==> config.mk <==
export PLATFORM = sky130hd
export DESIGN_NAME = fp_insn_decoder
export DESIGN_NICKNAME = d
export VERILOG_FILES = /design/src/rtl/fpdec_pkg.sv /design/src/rtl/fpdec_opdecode.sv /design/src/rtl/fpdec_agen.sv /design/src/rtl/fp_insn_decoder.sv
export SDC_FILE = /design/constraint.sdc
export NUM_CORES = 1
export LEC_CHECK = 0
export BUFFER_PORTS_ARGS = -buffer_cell sky130_fd_sc_hd__buf_2
export CAP_MARGIN = 25
export CORE_MARGIN = 4
export CORE_UTILIZATION = 38
export DETAILED_ROUTE_END_ITERATION = 7
export PLACE_DENSITY = 0.67
export REMOVE_ABC_BUFFERS = 1
export SKIP_CTS_REPAIR_TIMING = 1
export SYNTH_ARGS = -nofsm -noshare
export SYNTH_HDL_FRONTEND = slang
export SYNTH_HIERARCHICAL = 1
export SYNTH_SLANG_ARGS = --single-unit
==> constraint.sdc <==
create_clock -name clk -period 0.8 [get_ports clk]
set_input_delay 0.12 -clock clk [delete_from_list [all_inputs] [get_ports clk]]
set_output_delay 0.12 -clock clk [all_outputs]
set_load 0.05 [all_outputs]
==> src/rtl/fpdec_pkg.sv <==
package fpdec_pkg;

    typedef enum logic [5:0] {
        OP_ILLEGAL = 6'd0,
        OP_LOAD_S, OP_LOAD_D, OP_STORE_S, OP_STORE_D, OP_STORE_IW,
        OP_DIV, OP_SUB, OP_ADD, OP_SQRT, OP_RECIP_EST, OP_MUL, OP_RSQRT_EST,
        OP_FMSUB, OP_FMADD, OP_FNMSUB, OP_FNMADD, OP_SEL,
        OP_CMP_U, OP_CMP_O, OP_ROUND_S, OP_CVT_INT, OP_CVT_INT_TRUNC,
        OP_SET_BIT, OP_CLR_BIT, OP_NEG, OP_NABS, OP_ABS, OP_MOVE,
        OP_STAT_TO_CR, OP_STAT_FIELD_IMM, OP_READ_STAT, OP_WRITE_STAT_MASK
    } fp_op_e;

    localparam logic [2:0] SRC_A = 3'b001;
    localparam logic [2:0] SRC_B = 3'b010;
    localparam logic [2:0] SRC_C = 3'b100;

    typedef struct packed {
        logic       vld;
        fp_op_e     op;
        logic       illegal;
        logic       sp;
        logic [2:0] src;
        logic       mem;
        logic       wb;
        logic       cr1;
        logic [4:0] rt;
        logic [4:0] ra;
        logic [4:0] rb;
        logic [4:0] rc;
        logic [2:0] crf;
        logic [2:0] crf_src;
        logic [3:0] imm4;
        logic [7:0] fmask;
        logic [4:0] bit_idx;
    } dec_bundle_t;

endpackage

==> src/rtl/fpdec_opdecode.sv <==
module fpdec_opdecode
    import fpdec_pkg::*;
(
    input  logic [31:0] insn,
    output fp_op_e      op,
    output logic        ok,
    output logic        sp,
    output logic [2:0]  src,
    output logic        mem,
    output logic        upd,
    output logic        indexed
);
    logic [5:0] prim;
    logic [9:0] xo10;
    logic [4:0] xo5;
    logic       use5;

    assign prim = insn[31:26];
    assign xo10 = insn[10:1];
    assign xo5  = insn[5:1];
    assign use5 = (prim == 6'd59) || (prim == 6'd63 && insn[5]);

    always_comb begin
        op      = OP_ILLEGAL;
        ok      = 1'b0;
        sp      = 1'b0;
        src     = 3'b000;
        mem     = 1'b0;
        upd     = 1'b0;
        indexed = 1'b0;
        if (use5) begin
            ok = 1'b1;
            sp = (prim == 6'd59);
            case (xo5)
                5'd18: begin op = OP_DIV;       src = SRC_A | SRC_B; end
                5'd20: begin op = OP_SUB;       src = SRC_A | SRC_B; end
                5'd21: begin op = OP_ADD;       src = SRC_A | SRC_B; end
                5'd22: begin op = OP_SQRT;      src = SRC_B; end
                5'd24: begin op = OP_RECIP_EST; src = SRC_B; end
                5'd25: begin op = OP_MUL;       src = SRC_A | SRC_C; end
                5'd26: begin op = OP_RSQRT_EST; src = SRC_B; end
                5'd28: begin op = OP_FMSUB;     src = SRC_A | SRC_B | SRC_C; end
                5'd29: begin op = OP_FMADD;     src = SRC_A | SRC_B | SRC_C; end
                5'd30: begin op = OP_FNMSUB;    src = SRC_A | SRC_B | SRC_C; end
                5'd31: begin op = OP_FNMADD;    src = SRC_A | SRC_B | SRC_C; end
                5'd23: begin
                    if (prim == 6'd63) begin
                        op  = OP_SEL;
                        src = SRC_A | SRC_B | SRC_C;
                    end else begin
                        ok = 1'b0;
                    end
                end
                default: ok = 1'b0;
            endcase
        end else if (prim >= 6'd48 && prim <= 6'd55) begin
            ok  = 1'b1;
            mem = 1'b1;
            upd = prim[0];
            case (prim[2:1])
                2'd0: op = OP_LOAD_S;
                2'd1: op = OP_LOAD_D;
                2'd2: op = OP_STORE_S;
                default: op = OP_STORE_D;
            endcase
        end else if (prim == 6'd31) begin
            ok      = 1'b1;
            mem     = 1'b1;
            indexed = 1'b1;
            case (xo10)
                10'd535: op = OP_LOAD_S;
                10'd567: begin op = OP_LOAD_S;  upd = 1'b1; end
                10'd599: op = OP_LOAD_D;
                10'd631: begin op = OP_LOAD_D;  upd = 1'b1; end
                10'd663: op = OP_STORE_S;
                10'd695: begin op = OP_STORE_S; upd = 1'b1; end
                10'd727: op = OP_STORE_D;
                10'd759: begin op = OP_STORE_D; upd = 1'b1; end
                10'd983: op = OP_STORE_IW;
                default: begin ok = 1'b0; mem = 1'b0; indexed = 1'b0; end
            endcase
        end else if (prim == 6'd63) begin
            ok = 1'b1;
            case (xo10)
                10'd0:   begin op = OP_CMP_U;           src = SRC_A | SRC_B; end
                10'd12:  begin op = OP_ROUND_S;         src = SRC_B; end
                10'd14:  begin op = OP_CVT_INT;         src = SRC_B; end
                10'd15:  begin op = OP_CVT_INT_TRUNC;   src = SRC_B; end
                10'd32:  begin op = OP_CMP_O;           src = SRC_A | SRC_B; end
                10'd38:  op = OP_SET_BIT;
                10'd40:  begin op = OP_NEG;             src = SRC_B; end
                10'd64:  op = OP_STAT_TO_CR;
                10'd70:  op = OP_CLR_BIT;
                10'd72:  begin op = OP_MOVE;            src = SRC_B; end
                10'd134: op = OP_STAT_FIELD_IMM;
                10'd136: begin op = OP_NABS;            src = SRC_B; end
                10'd264: begin op = OP_ABS;             src = SRC_B; end
                10'd583: op = OP_READ_STAT;
                10'd711: begin op = OP_WRITE_STAT_MASK; src = SRC_B; end
                default: ok = 1'b0;
            endcase
        end
    end

endmodule

==> src/rtl/fpdec_agen.sv <==
module fpdec_agen #(
    parameter int AW = 32
) (
    input  logic [31:0]   insn,
    input  logic [AW-1:0] base_val,
    input  logic [AW-1:0] index_val,
    input  logic          indexed,
    output logic [AW-1:0] ea
);
    localparam int EXT_W = AW - 16;

    logic [AW-1:0] base_eff;
    logic [AW-1:0] disp_ext;
    logic [AW-1:0] offset;

    assign base_eff = (insn[20:16] == 5'd0) ? '0 : base_val;
    assign disp_ext = {{EXT_W{insn[15]}}, insn[15:0]};
    assign offset   = indexed ? index_val : disp_ext;
    assign ea       = base_eff + offset;

endmodule

==> src/rtl/fp_insn_decoder.sv <==
module fp_insn_decoder
    import fpdec_pkg::*;
#(
    parameter int AW = 32
) (
    input  logic          clk,
    input  logic          rst_n,
    input  logic          in_valid,
    input  logic [31:0]   insn,
    input  logic [AW-1:0] base_val,
    input  logic [AW-1:0] index_val,
    output logic          out_valid,
    output logic [5:0]    op,
    output logic          illegal,
    output logic          single_prec,
    output logic [2:0]    src_mask,
    output logic          is_mem,
    output logic          base_wb,
    output logic          cr1_copy,
    output logic [4:0]    rt,
    output logic [4:0]    ra,
    output logic [4:0]    rb,
    output logic [4:0]    rc,
    output logic [2:0]    crf,
    output logic [2:0]    crf_src,
    output logic [3:0]    imm4,
    output logic [7:0]    fmask,
    output logic [4:0]    bit_idx,
    output logic [AW-1:0] ea
);
    fp_op_e        dec_op;
    logic          dec_ok, dec_sp, dec_mem, dec_upd, dec_idx;
    logic [2:0]    dec_src;
    logic [AW-1:0] agen_ea;
    logic          bad;

    dec_bundle_t   bun_d, bun_q;
    logic [AW-1:0] ea_d, ea_q;

    fpdec_opdecode u_opdec (
        .insn    (insn),
        .op      (dec_op),
        .ok      (dec_ok),
        .sp      (dec_sp),
        .src     (dec_src),
        .mem     (dec_mem),
        .upd     (dec_upd),
        .indexed (dec_idx)
    );

    fpdec_agen #(.AW(AW)) u_agen (
        .insn      (insn),
        .base_val  (base_val),
        .index_val (index_val),
        .indexed   (dec_idx),
        .ea        (agen_ea)
    );

    assign bad = !dec_ok || (dec_upd && insn[20:16] == 5'd0);

    always_comb begin
        bun_d     = bun_q;
        ea_d      = ea_q;
        bun_d.vld = in_valid;
        if (in_valid) begin
            bun_d.illegal = bad;
            bun_d.op      = bad ? OP_ILLEGAL : dec_op;
            bun_d.sp      = !bad && dec_sp;
            bun_d.src     = bad ? 3'b000 : dec_src;
            bun_d.mem     = !bad && dec_mem;
            bun_d.wb      = !bad && dec_upd;
            bun_d.cr1     = !bad && !dec_mem && insn[0];
            bun_d.rt      = insn[25:21];
            bun_d.ra      = insn[20:16];
            bun_d.rb      = insn[15:11];
            bun_d.rc      = insn[10:6];
            bun_d.crf     = insn[25:23];
            bun_d.crf_src = insn[20:18];
            bun_d.imm4    = insn[15:12];
            bun_d.fmask   = insn[24:17];
            bun_d.bit_idx = insn[25:21];
            ea_d          = (!bad && dec_mem) ? agen_ea : '0;
        end
    end

    always_ff @(posedge clk or negedge rst_n) begin
        if (!rst_n) begin
            bun_q <= '0;
            ea_q  <= '0;
        end else begin
            bun_q <= bun_d;
            ea_q  <= ea_d;
        end
    end

    assign out_valid   = bun_q.vld;
    assign op          = bun_q.op;
    assign illegal     = bun_q.illegal;
    assign single_prec = bun_q.sp;
    assign src_mask    = bun_q.src;
    assign is_mem      = bun_q.mem;
    assign base_wb     = bun_q.wb;
    assign cr1_copy    = bun_q.cr1;
    assign rt          = bun_q.rt;
    assign ra          = bun_q.ra;
    assign rb          = bun_q.rb;
    assign rc          = bun_q.rc;
    assign crf         = bun_q.crf;
    assign crf_src     = bun_q.crf_src;
    assign imm4        = bun_q.imm4;
    assign fmask       = bun_q.fmask;
    assign bit_idx     = bun_q.bit_idx;
    assign ea          = ea_q;

endmodule

==> flow_summary.yaml <==
cts:
  path_clk_slew_ps: 60
  cts_root_buffer: "clkbuf_16"
  clockBufferDepth: 2
  htreeDepth: 3
  cts_tree: "done"
  clock-sinks: 67
  cts_inserted_buffers: 9
  clkLatencyLatePin_ps: 340
synth:
  syn_area_per_cell_sq_um: 8.42
  async_reset_ff_frac: 1.00
  synth_ff_type: "dfrtp_1"
  yosys_warnings: 6
  synth_most_common_cell: "nor2b_1"
  yosys.area.top_type_share: 0.266
  ys_ff_latch: 67
  synth_area_sq_mm: 0.00631
  ys_seq_area_frac: 0.266
  synth_top_area_cell: "dfrtp_1"
  synth_area_leaders: "dfrtp_1, nor2b_1, ha_1"
  synth-edff-count: 0
  ys_top_cells_by_count: "nor2b_1, nand2_1, dfrtp_1"
  netlist-cell-type-count: 80
  synthCells: 749
worst_setup_path:
  worst_ep_arrival_time_ps: 3530
  cp.required_ps: 1030
  critical_path.max_fanout: 5
  end_kind: "flip-flop"
  cp-start-kind: "input port"
  critPathKind: "input port to flip-flop"
  reg2reg_slack_ps: -100
pwr:
  p_leak_nw: 4.69
  ir_worst_vdd_uv: 1060
  p_per_area_mw_per_mm2: 1320
grt:
  track_usage: 0.213
  grt_remaining_overflow: 0
  antenna_found_initial: 1
  grt_pass1_vias: 6386
  grt_pass1_wl_um: 31900
  grt_max_degree: 45
sta:
  holdWs_ps: 9.53
  finalSetupViolations: 147
  clock_skew_ps: 0
  hold_viol: 0
  worst_pin_slew_ps: 432
  fmax_ghz: 0.303
  slew_headroom: 0.709
  final.min_clock_period_ps: 3290
  slew_viol_final: 0
  rsz0062_at_grt: "yes"
  setup_tns_ps: -105360
  final.setup.worst_slack_ps: -2490
  fin_crit_sh: 4.12
floorplanning:
  die_x_um: 137
  core_area_sq_mm: 0.0161
  initial_core_util: 0.393
  num_rows: 46
  dieArea_sq_mm: 0.0187
  die_h_um: 137
  pin_count: 189
finish:
  drive_gt1_frac: 0.492
  area_growth_pct: 61.5
  finish.utilization: 0.634
  antenna-diode-count: 0
  nNetsFinal: 1224
  design_area_sq_mm: 0.0102
drt:
  drtIter0Drc: 610
  ant_nets: 0
  dr.pass1.iters: 6
  vias: 6962
  drc: 0
  wire_per_inst_um: 17.3
  wl_um: 22700
  avgViaCountPerCell: 5.31
placement:
  io_buffers: 188
  dpl_worst_slack_ps: -2950
  dpl_cell_area_sq_mm: 0.00854
  hpwl_um: 16100
  gp_congestion: 0.914
run:
  drv_cap: 0
outcome:
  status: "complete, but fails checks"
  violations: "setup timing"
worst_hold_path:
  min_path_type: "input port to flip-flop"
## cell type report
type | count | area (sq um)
Fill cell | 1323 | 5870
Multi-Input combinational cell | 584 | 4520
Timing Repair Buffer | 402 | 3330
Sequential cell | 67 | 1680
Tap cell | 216 | 270
Clock buffer | 10 | 229
Inverter | 26 | 97.6
Clock inverter | 5 | 55.1
## kinds of logic after synthesis
| logic type | after synthesis | share of synthesized area |
|---|---|---|
| compound gates | 200 | 0.228 |
| xor+xnor | 30 | 0.0417 |
| fa+ha+maj | 35 | 0.0706 |
| buf+inv | 98 | 0.0839 |
| flops | 67 | 0.266 |
| mux | 37 | 0.0661 |
| simple gates | 282 | 0.244 |
## placed cells by master (no fill, tap or decap), types with 4 or more instances in the layout
cell | synthesis | layout
and2_1 | 7 | 6
a31o_1 | 31 | 31
o21ai_1 | 5 | 10
a21oi_1 | 42 | 35
o21ai_0 | 24 | 18
buf_12 | 0 | 9
xor2_1 | 14 | 14
buf_2 | 11 | 94
xnor2_1 | 16 | 13
nor2b_1 | 71 | 69
nand2b_1 | 6 | 5
a21o_1 | 10 | 9
dfrtp_1 | 67 | 62
dfrtp_2 | 0 | 5
nor2_1 | 38 | 37
a22oi_2 | 1 | 4
o21bai_1 | 4 | 4
buf_6 | 4 | 103
o22ai_1 | 16 | 16
ha_1 | 34 | 21
o21a_1 | 4 | 4
mux2_2 | 37 | 35
buf_4 | 31 | 192
inv_1 | 26 | 26
ha_4 | 0 | 13
nand3_1 | 30 | 30
or3_1 | 5 | 5
o211ai_1 | 6 | 6
clkbuf_16 | 0 | 11
nand4_1 | 11 | 11
a211oi_1 | 10 | 5
a211oi_2 | 4 | 8
a21oi_2 | 3 | 8
nand2_1 | 68 | 65
nor4_1 | 7 | 6
nand4b_1 | 4 | 4
nor3_1 | 9 | 9
## state kept, by name (all words and copies together) (netlist names), 2 cells and up
signal,cells
imm4,4
src_mask,3
fmask,7
rc,5
op,6
ea,32
rt,2
## power breakdown
| part | switching (mW) | leakage, nW | internal (mW) |
|---|---|---|---|
| Sequential | 0.150 | 0.878 | 3.52 |
| Combinational | 3.09 | 3.68 | 2.69 |
| Clock | 1.63 | 0.134 | 2.39 |
| Total | 4.87 | 4.69 | 8.61 |
## critical path, cell delays in order
cell	delay (ps)
buf_2	120
and4_1	250
nand4_1	160
a211oi_2	270
a21o_4	180
buf_6	100
mux2_2	370
fa_2	410
a211oi_2	240
buf_4	160
nor4b_4	40
a211o_2	380
a31o_1	230
buf_4	140
xor2_1	160
a31o_1	190
## worst paths after layout
path	from	end	depth (start not counted)
max	insn[2]	ea[20]	16
min	insn[25]	rt[4]	2
max reg2reg	rc[0]	rc[0]	2
min reg2reg	is_mem	is_mem	1
max in group asynchronous	rst_n	ea[5]	3
min in group asynchronous	rst_n	rc[1]	3
## through the flow
stage,total power [mW],std cells
floorplan,6.40,677
global placement,8.53,1265
detailed placement,8.57,1265
CTS,12.6,1280
global route,14.1,1310
finish,13.5,1310
## routing by layer
layer | global-route usage | up-vias | share of wire
met5 | 0 | - | 0.00057
met4 | 0.0443 | 2 | 0.012
met3 | 0.0445 | 35 | 0.073
met2 | 0.350 | 300 | 0.48
met1 | 0.291 | 3247 | 0.43
li1 | - | 3378 | -
Power figures use the tool's default switching activity.
